**config.mk**
```make
export PLATFORM = sky130hd
export DESIGN_NAME = shadow_route_ctrl
export DESIGN_NICKNAME = d
export VERILOG_FILES = /design/src/rtl/shadow_pkg.sv /design/src/rtl/cfg_regs.sv /design/src/rtl/region_decode.sv /design/src/rtl/rom_status.sv /design/src/rtl/shadow_route_ctrl.sv
export SDC_FILE = /design/constraint.sdc
export NUM_CORES = 1
export LEC_CHECK = 0
export ABC_CLOCK_PERIOD_IN_PS = 6400
export BUFFER_PORTS_ARGS = -buffer_cell sky130_fd_sc_hd__buf_2
export CAP_MARGIN = 20
export CORE_MARGIN = 3
export CORE_UTILIZATION = 41
export CTS_CLUSTER_DIAMETER = 150
export DETAILED_ROUTE_END_ITERATION = 6
export GPL_TIMING_DRIVEN = 0
export HOLD_SLACK_MARGIN = 0.03
export MAX_ROUTING_LAYER = met4
export PLACE_DENSITY_LB_ADDON = 0.15
export RECOVER_POWER = 50
export SLEW_MARGIN = 20
export SYNTH_ARGS = -nofsm -noshare
export SYNTH_HDL_FRONTEND = slang
export SYNTH_SLANG_ARGS = --single-unit
```
**constraint.sdc**
```tcl
create_clock -name clk -period 6.4 [get_ports clk]
set_input_delay 0.64 -clock clk [delete_from_list [all_inputs] [get_ports clk]]
set_output_delay 0.64 -clock clk [all_outputs]
set_load 0.005 [all_outputs]
```
**src/rtl/shadow_pkg.sv**
```systemverilog
package shadow_pkg;

  typedef enum logic [2:0] {
    RT_NONE = 3'b000,
    RT_INT  = 3'b001,
    RT_EXT  = 3'b010,
    RT_BLK  = 3'b100
  } route_t;

  localparam int NREG = 5;

  // register slots
  localparam int SLOT_MEMCFG = 0;
  localparam int SLOT_AUXA   = 1;
  localparam int SLOT_AUXB   = 2;
  localparam int SLOT_GRAN   = 3;
  localparam int SLOT_SEGMAP = 4;

  // bit positions within the memory configuration register
  localparam int B_SYS_EN  = 0;
  localparam int B_BASE_EN = 3;
  localparam int B_ROM_BIG = 8;
  localparam int B_OPT_EN  = 9;
  localparam int B_VID_EN  = 10;
  localparam int B_VID_RW  = 11;
  localparam int B_LOCK    = 15;
  localparam int B_FINE    = 0;

  function automatic logic [7:0] slot_addr(input int s);
    case (s)
      SLOT_MEMCFG: return 8'h22;
      SLOT_AUXA:   return 8'h28;
      SLOT_AUXB:   return 8'h2A;
      SLOT_GRAN:   return 8'h2C;
      default:     return 8'h2E;
    endcase
  endfunction

  function automatic logic [15:0] slot_reset(input int s);
    return (s == SLOT_AUXA) ? 16'h00F9 : 16'h0000;
  endfunction

endpackage

```
**src/rtl/cfg_regs.sv**
```systemverilog
module cfg_regs
  import shadow_pkg::*;
#(
  parameter int DATA_W = 16,
  parameter int IO_AW  = 8
) (
  input  logic              clk,
  input  logic              rst,
  input  logic [IO_AW-1:0]  io_addr,
  input  logic              io_we,
  input  logic [DATA_W-1:0] io_wdata,
  output logic [DATA_W-1:0] io_rdata,
  output logic [DATA_W-1:0] memcfg,
  output logic [DATA_W-1:0] segmap,
  output logic              fine_mode,
  output logic              locked
);

  logic [DATA_W-1:0] regs_q [NREG];
  logic [NREG-1:0]   hit;

  assign locked = regs_q[SLOT_MEMCFG][B_LOCK];

  genvar g;
  generate
    for (g = 0; g < NREG; g++) begin : g_reg
      assign hit[g] = (io_addr == IO_AW'(slot_addr(g)));
      always_ff @(posedge clk) begin
        if (rst)
          regs_q[g] <= DATA_W'(slot_reset(g));
        else if (io_we && hit[g] && !locked)
          regs_q[g] <= io_wdata;
      end
    end
  endgenerate

  logic [DATA_W-1:0] rd_mux;
  always_comb begin
    rd_mux = '0;
    for (int k = 0; k < NREG; k++)
      if (hit[k]) rd_mux = regs_q[k];
  end

  always_ff @(posedge clk) begin
    if (rst) io_rdata <= '0;
    else     io_rdata <= rd_mux;
  end

  assign memcfg    = regs_q[SLOT_MEMCFG];
  assign segmap    = regs_q[SLOT_SEGMAP];
  assign fine_mode = regs_q[SLOT_GRAN][B_FINE];

endmodule

```
**src/rtl/region_decode.sv**
```systemverilog
module region_decode
  import shadow_pkg::*;
#(
  parameter int DATA_W = 16,
  parameter int MEM_AW = 20,
  parameter int SEG_N  = 8
) (
  input  logic              mem_valid,
  input  logic [MEM_AW-1:0] mem_addr,
  input  logic              mem_write,
  input  logic [DATA_W-1:0] memcfg,
  input  logic [DATA_W-1:0] segmap,
  input  logic              fine_mode,
  input  logic              locked,
  output route_t            route
);

  localparam int SEG_W = $clog2(SEG_N);

  logic [2:0]       region;
  logic [SEG_W-1:0] seg;
  logic             fine_win;
  logic             en, ro;

  assign region   = mem_addr[MEM_AW-1 -: 3];
  assign fine_win = (mem_addr[MEM_AW-1 -: 2] == 2'b11);
  assign seg      = mem_addr[MEM_AW-3 -: SEG_W];

  always_comb begin
    en = 1'b1;
    ro = 1'b0;
    case (region)
      3'd4: en = memcfg[B_BASE_EN];
      3'd5: begin en = memcfg[B_VID_EN]; ro = !memcfg[B_VID_RW]; end
      3'd6: begin en = memcfg[B_OPT_EN]; ro = locked; end
      3'd7: begin en = memcfg[B_SYS_EN]; ro = locked; end
      default: begin en = 1'b1; ro = 1'b0; end
    endcase
    if (fine_mode && fine_win) begin
      en = segmap[SEG_N + 32'(seg)];
      ro = segmap[seg];
    end
  end

  always_comb begin
    if (!mem_valid)          route = RT_NONE;
    else if (!en)            route = RT_EXT;
    else if (ro && mem_write) route = RT_BLK;
    else                     route = RT_INT;
  end

endmodule

```
**src/rtl/rom_status.sv**
```systemverilog
module rom_status
  import shadow_pkg::*;
#(
  parameter int DATA_W = 16,
  parameter int SEG_N  = 8
) (
  input  logic              clk,
  input  logic              rst,
  input  logic [DATA_W-1:0] memcfg,
  input  logic [DATA_W-1:0] segmap,
  input  logic              fine_mode,
  output logic              rom_shadowed
);

  localparam int SEG_BIG   = SEG_N / 2;
  localparam int SEG_SMALL = (SEG_N * 3) / 4;

  logic shadowed_c;
  always_comb begin
    if (fine_mode)
      shadowed_c = memcfg[B_ROM_BIG] ? segmap[SEG_N + SEG_BIG] : segmap[SEG_N + SEG_SMALL];
    else
      shadowed_c = memcfg[B_SYS_EN];
  end

  // combinational view of registered configuration; clk/rst kept for a registered variant
  logic unused_ok;
  assign unused_ok = clk ^ rst;
  assign rom_shadowed = shadowed_c;

endmodule

```
**src/rtl/shadow_route_ctrl.sv**
```systemverilog
module shadow_route_ctrl
  import shadow_pkg::*;
#(
  parameter int DATA_W = 16,
  parameter int IO_AW  = 8,
  parameter int MEM_AW = 20,
  parameter int SEG_N  = 8
) (
  input  logic              clk,
  input  logic              rst,
  input  logic [IO_AW-1:0]  io_addr,
  input  logic              io_we,
  input  logic [DATA_W-1:0] io_wdata,
  output logic [DATA_W-1:0] io_rdata,
  input  logic              mem_valid,
  input  logic [MEM_AW-1:0] mem_addr,
  input  logic              mem_write,
  output logic              route_int,
  output logic              route_ext,
  output logic              route_blk,
  output logic              rom_shadowed
);

  logic [DATA_W-1:0] memcfg, segmap;
  logic              fine_mode, cfg_lock;
  route_t            route;

  cfg_regs #(.DATA_W(DATA_W), .IO_AW(IO_AW)) u_regs (
    .clk(clk), .rst(rst), .io_addr(io_addr), .io_we(io_we),
    .io_wdata(io_wdata), .io_rdata(io_rdata), .memcfg(memcfg),
    .segmap(segmap), .fine_mode(fine_mode), .locked(cfg_lock)
  );

  region_decode #(.DATA_W(DATA_W), .MEM_AW(MEM_AW), .SEG_N(SEG_N)) u_dec (
    .mem_valid(mem_valid), .mem_addr(mem_addr), .mem_write(mem_write),
    .memcfg(memcfg), .segmap(segmap), .fine_mode(fine_mode),
    .locked(cfg_lock), .route(route)
  );

  rom_status #(.DATA_W(DATA_W), .SEG_N(SEG_N)) u_rom (
    .clk(clk), .rst(rst), .memcfg(memcfg), .segmap(segmap),
    .fine_mode(fine_mode), .rom_shadowed(rom_shadowed)
  );

  assign route_int = route[0];
  assign route_ext = route[1];
  assign route_blk = route[2];

endmodule

```
### Word-level counts from Yosys, hierarchy flattened

Memories as Yosys holds them, arrays and structs flattened.
Cells that the tools add are included.

| word-level totals | value |
|---|---|
| logic and storage cells | 75 |
| register bits | 16 |
| memory bits (writable) | 80 |
| memories | 1 |
| bits of input ports | 49 |
| output and inout bits | 20 |

| cells by class | value |
|---|---|
| equal/unequal tests | 10 |
| order comparisons | 2 |
| add/subtract/negate cells | 1 |
| reductions and logical operators | 15 |
| mux-type cells | 40 |
| bitwise logic cells | 5 |

Memories:

| name | words | width | rd ports | clocked after memory_dff | wr ports | line | source |
|---|---|---|---|---|---|---|---|
| u_regs.regs_q | 5 | 16 | 5 | 0 | 5 | cfg_regs.sv:19 | `logic [DATA_W-1:0] regs_q [NREG];` |

Operators with widths:

| cell | number |
|---|---|
| $mux 16 | 10 |
| $eq 8x6->1 const B | 5 |
| $lt 32x5->1 const B | 1 |
| $mux 1 | 23 |
| $eq 3x3->1 const B | 4 |
| $logic_and 1x1->1 | 12 |
| $mux 3 | 3 |
| $add 4x3->5 const A | 1 |
| $lt 3x5->1 const B | 1 |
| $or 1x1->1 | 5 |
| $bmux 1 s4 | 1 |
| $pmux 1 s4 | 1 |
| $bmux 1 s3 | 1 |
| $eq 2x2->1 const B | 1 |
| $logic_not 1->1 | 2 |
| $pmux 1 s2 | 1 |
| $reduce_or 2->1 | 1 |

### Logic depth before layout (Yosys ltp)

| depth | value |
|---|---|
| depth in word-level cells | 8 |
| mapped depth | 7 |
| depth with buffers taken out | 4 |

### Hierarchy

A second synthesis with hierarchy kept.

| unflattened totals | value |
|---|---|
| cells, all modules | 396 |
| area total of the unflattened synthesis | 4,987.3 sq um |

By module, submodules not included:

| module | sequential area each (sq um) | area an instance (sq um) | cells an instance | times used |
|---|---|---|---|---|
| cfg_regs | 2,722.6 | 4,733.3 | 369 | 1 |
| region_decode | 0.0 | 235.2 | 24 | 1 |
| rom_status | 0.0 | 18.8 | 3 | 1 |

### Least setup slack after synthesis

No wires, ideal clock.

| path | value |
|---|---|
| kind | in2reg |
| start point | input io_addr[4] |
| end point | memory u_regs.regs_q[4][0] (enable) |
| data required time | 6.008 ns |
| setup slack | 3.156 ns |
| library setup time | 0.392 ns |
| data arrival time | 2.851 ns |
| stages on the path | 5 |
| buffers on the path | 2 |
| path through | or4b_4 or4_1 buf_2 clkbuf_1 o21bai_1 |

RTL lines:

| item | line | source |
|---|---|---|
| start: declaration | shadow_route_ctrl.sv:11 | `input logic [IO_AW-1:0] io_addr,` |
| end: declaration | cfg_regs.sv:19 |  |

==> summary.md <==
| Metric | Value |
|---|---|
| Status | `completed` |
| Most common cell in the netlist | `edfxtp_1` |
| Min-delay worst type | `reg2reg` |
| Final Max Slew Viols | `0` |
| Placeable Area | `0.01037 mm2` |
| Number of nets in the layout | `between 400 and 500` |
| Final antenna-violating net count | `0` |
| Total CTS buffers | `9` |
| Synth top area share | `0.5487` |
| Die W | `approximately 110 um` |
| Reg clk slew, reported paths | `around 0.090 ns` |
| Largest net degree at the start of global routing | `17` |
| CP max FO | `16` |
| Post-synth EDFFs | `80` |
| Max-slew headroom | `0.1404` |
| Hold Path Depth | `2` |
| Clock Tree Root | `clkbuf_8` |
| Vias/cell | `just over 5` |
| I/O Buffers | `52` |
| Internal power | `just over 0.0009 W` |
| Post-Syn Area | `0.004378 mm2` |
| Share of total power in the clock network | `0.335` |
| Register area | `about 0.0027 mm2` |
| Setup bufs post-CTS | `0` |
| Detailed Place HPWL | `around 7.2 mm` |
| CP Capture Type | `flop` |
| Number of global-route vias before repair | `2861` |
| Antenna diodes | `0` |
| CTS tree | `built` |
| Most common flop cell mapped by yosys | `edfxtp_1` |
| Crit share post-route | `0.5206` |
| Max Fclk | `roughly 0.30 GHz` |
| Full die area | `roughly 0.012 mm2` |
| Cell family with most CP delay | `simple AND/OR/NAND/NOR gates` |
| Row cnt | `37` |
| Net Switching | `between 0.0002 and 0.0003 W` |
| Post-Layout Cell Count | `roughly 550` |
| Area leader, netlist | `edfxtp_1` |
| Global-route wire length before repair | `~16 mm` |
| WL per Instance | `between 15 and 20 um` |
| Pwr dens | `~240 mW/mm2` |
| Overflow left after global routing | `0` |
| Initial core utilization | `0.4222` |
| DR vias | `between 2000 and 3000` |
| Cell count after synthesis | `between 300 and 400` |
| Leak | `~1.8 nW` |
| Final estimated routing congestion in global placement | `0.8497` |
| Setup CP Type | `in2reg` |
| Least-Margin Pin Slew | `1.278 ns` |
| Clk Latency, worst-skew pair | `around 0.36 ns` |
| Buffers plus inverters on the worst setup path | `2` |
| Synth Area per Inst | `approximately 13 um2` |
| CTS Sinks | `96` |
| Worst Path Required | `6.39 ns` |
| Maxcap violations | `0` |
| Gr busiest metal | `met2` |
| Register area share after synthesis | `0.6219` |
| Area contributors post-synth | `edfxtp_1 (55%), and2_1 (11%), dfxtp_1 (7.3%), mux2_2 (4.6%), a22o_1 (3.2%)` |
| Synth cell count leaders | `edfxtp_1 (80), and2_1 (74), nor2_1 (21), mux2_2 (18), nand2_1 (18)` |
| Clock buffer depth | `2` |
| VDD IR max | `0.09832 mV` |
| IO Count | `69` |
| Fillcell total | `approximately 1000` |
| Synth warn | `0` |
| Setup TNS | `0 ns` |
| Syn Nets | `~390` |
| H-Tree Depth | `3` |
| Gr usage total | `0.1838` |
| Multi-input logic area | `0.001520 mm2` |
| R2R depth | `4` |
| Residual DRC | `0` |
| Hold buffers post-CTS | `0` |
| Initial antenna violation count | `0` |
| Cell Chain, Critical Path | `buf_2 -> or4b_1 -> nor4_1 -> clkbuf_1 -> a21o_1` |
| RSZ-0062 raised after global routing | `no` |
| Final setup viols | `0` |
| FF+latch count, synth | `96` |
| Unique masters post-synth | `36` |
| Met1 global-route usage | `0.2504` |
| CP Depth | `5` |
| Met3 usage | `0.03288` |
| Min Tclk post-route | `between 3 and 4 ns` |
| Ratio of cells with drive above 1 in the final layout | `0.1917` |
| Combinational Power Share | `0.068` |
| Post_cts resized | `0` |
| DR iter-0 viols | `185` |
| Clock skew | `between 0.007 and 0.008 ns` |
| Die Height | `around 110 um` |
| Area growth syn-to-layout | `13.20%` |
| Post-Place Cells | `532` |
| Switch share | `0.2215` |
| Startpoint types | `input pin` |
| Ys async rst share | `0` |
| Crit path largest cell delay | `just over 0.9 ns` |
| Met2 Track Usage GR | `0.2746` |
| Drt first pass iters | `4` |
| Routed WL | `roughly 10 mm` |
| Share of power burned in registers | `0.597` |
| Endpoints failing hold | `0` |
| Worst EP arrival | `roughly 3.3 ns` |
| Slowest cell on the critical path | `nor4_1` |
[per-layer routing]
metal,wire length (um),up-vias,part of all wire
li1,-,1372,-
met1,4696,1352,0.46
met2,4740,70,0.47
met3,564,13,0.055
met4,180,0,0.018
met5,0,-,0
[logic make-up after synthesis]
kind of cell | synth area share
simple gates | 0.1841
flops | 0.6219
compound gates | 0.09460
mux | 0.07716
buf+inv | 0.02229
[cell usage in the layout (no fill, tap or decap), types with 9 or more instances in the layout]
cell	Yosys	final
a22o_1	16	16
nand2_1	18	18
nor2_1	21	21
clkbuf_1	16	31
edfxtp_1	80	80
mux2i_1	9	9
mux2_2	18	18
and2_1	74	55
o21ai_0	16	16
a211oi_1	16	16
buf_2	2	44
clkbuf_8	0	11
and2_0	0	19
dfxtp_1	16	16
[tightest hold or removal path: cells and delay by family, from the launching register on]
family	cells	cell delay, ns
AO/OA/AOI/OAI	1	0.05
AND/OR/NAND/NOR	1	0.11
flip-flops	1	0.39
[flip-flops by register name, indices dropped and copies added (netlist names)]
register,cells
u_regs.regs_q,80
u_regs.io_rdata,16
[worst paths after layout]
check                                     startpoint                   end  slack [ns]
worst max-delay path                      io_addr[4]   u_regs.regs_q[3][2]        3.07
worst min-delay path             u_regs.regs_q[4][0]    u_regs.io_rdata[0]        0.59
worst max register to register  u_regs.regs_q[0][15]  u_regs.regs_q[2][15]        3.87
worst min register to register   u_regs.regs_q[4][0]    u_regs.io_rdata[0]        0.59
[cell type report]
| type | instances | area share |
|---|---|---|
| plain buffers | 20 | 0.01540 |
| well taps | 136 | 0.03433 |
| multi-input cells | 224 | 0.3067 |
| clock inverters | 1 | 0.001515 |
| flip-flops and latches | 96 | 0.5494 |
| inverters | 3 | 0.002272 |
| clock buffers | 15 | 0.03787 |
| repair buffers | 53 | 0.05251 |
[power groups by stage]
stage	Sequential, W	Clock, W	Combinational (W)
after floorplan	0.000709	0	0.0000449
after global placement	0.000711	0	0.0000802
after detailed placement	0.000712	0	0.0000815
after CTS	0.000697	0.000399	0.0000817
after global routing	0.000699	0.000418	0.0000865
final	0.000697	0.000391	0.0000797
[per-stage QoR]
stage | util | total power [W] | setup slack, ns | hold WS [ns] | cell area [um2]
after floorplan | - | 0.0007536 | 3.156 | 0.5628 | 4378
after detailed placement | 0.4651 | 0.0007931 | 3.067 | 0.5839 | 4823
final | 0.4779 | 0.001168 | 3.068 | 0.5880 | 4956
after global placement | 0.4637 | 0.0007913 | 2.476 | 0.5739 | 4808
after global routing | 0.4779 | 0.001204 | 2.810 | 0.6219 | 4956
after CTS | 0.4840 | 0.001178 | 3.445 | 0.5965 | 5019
Note: power is estimated with default switching activity, not from simulation.
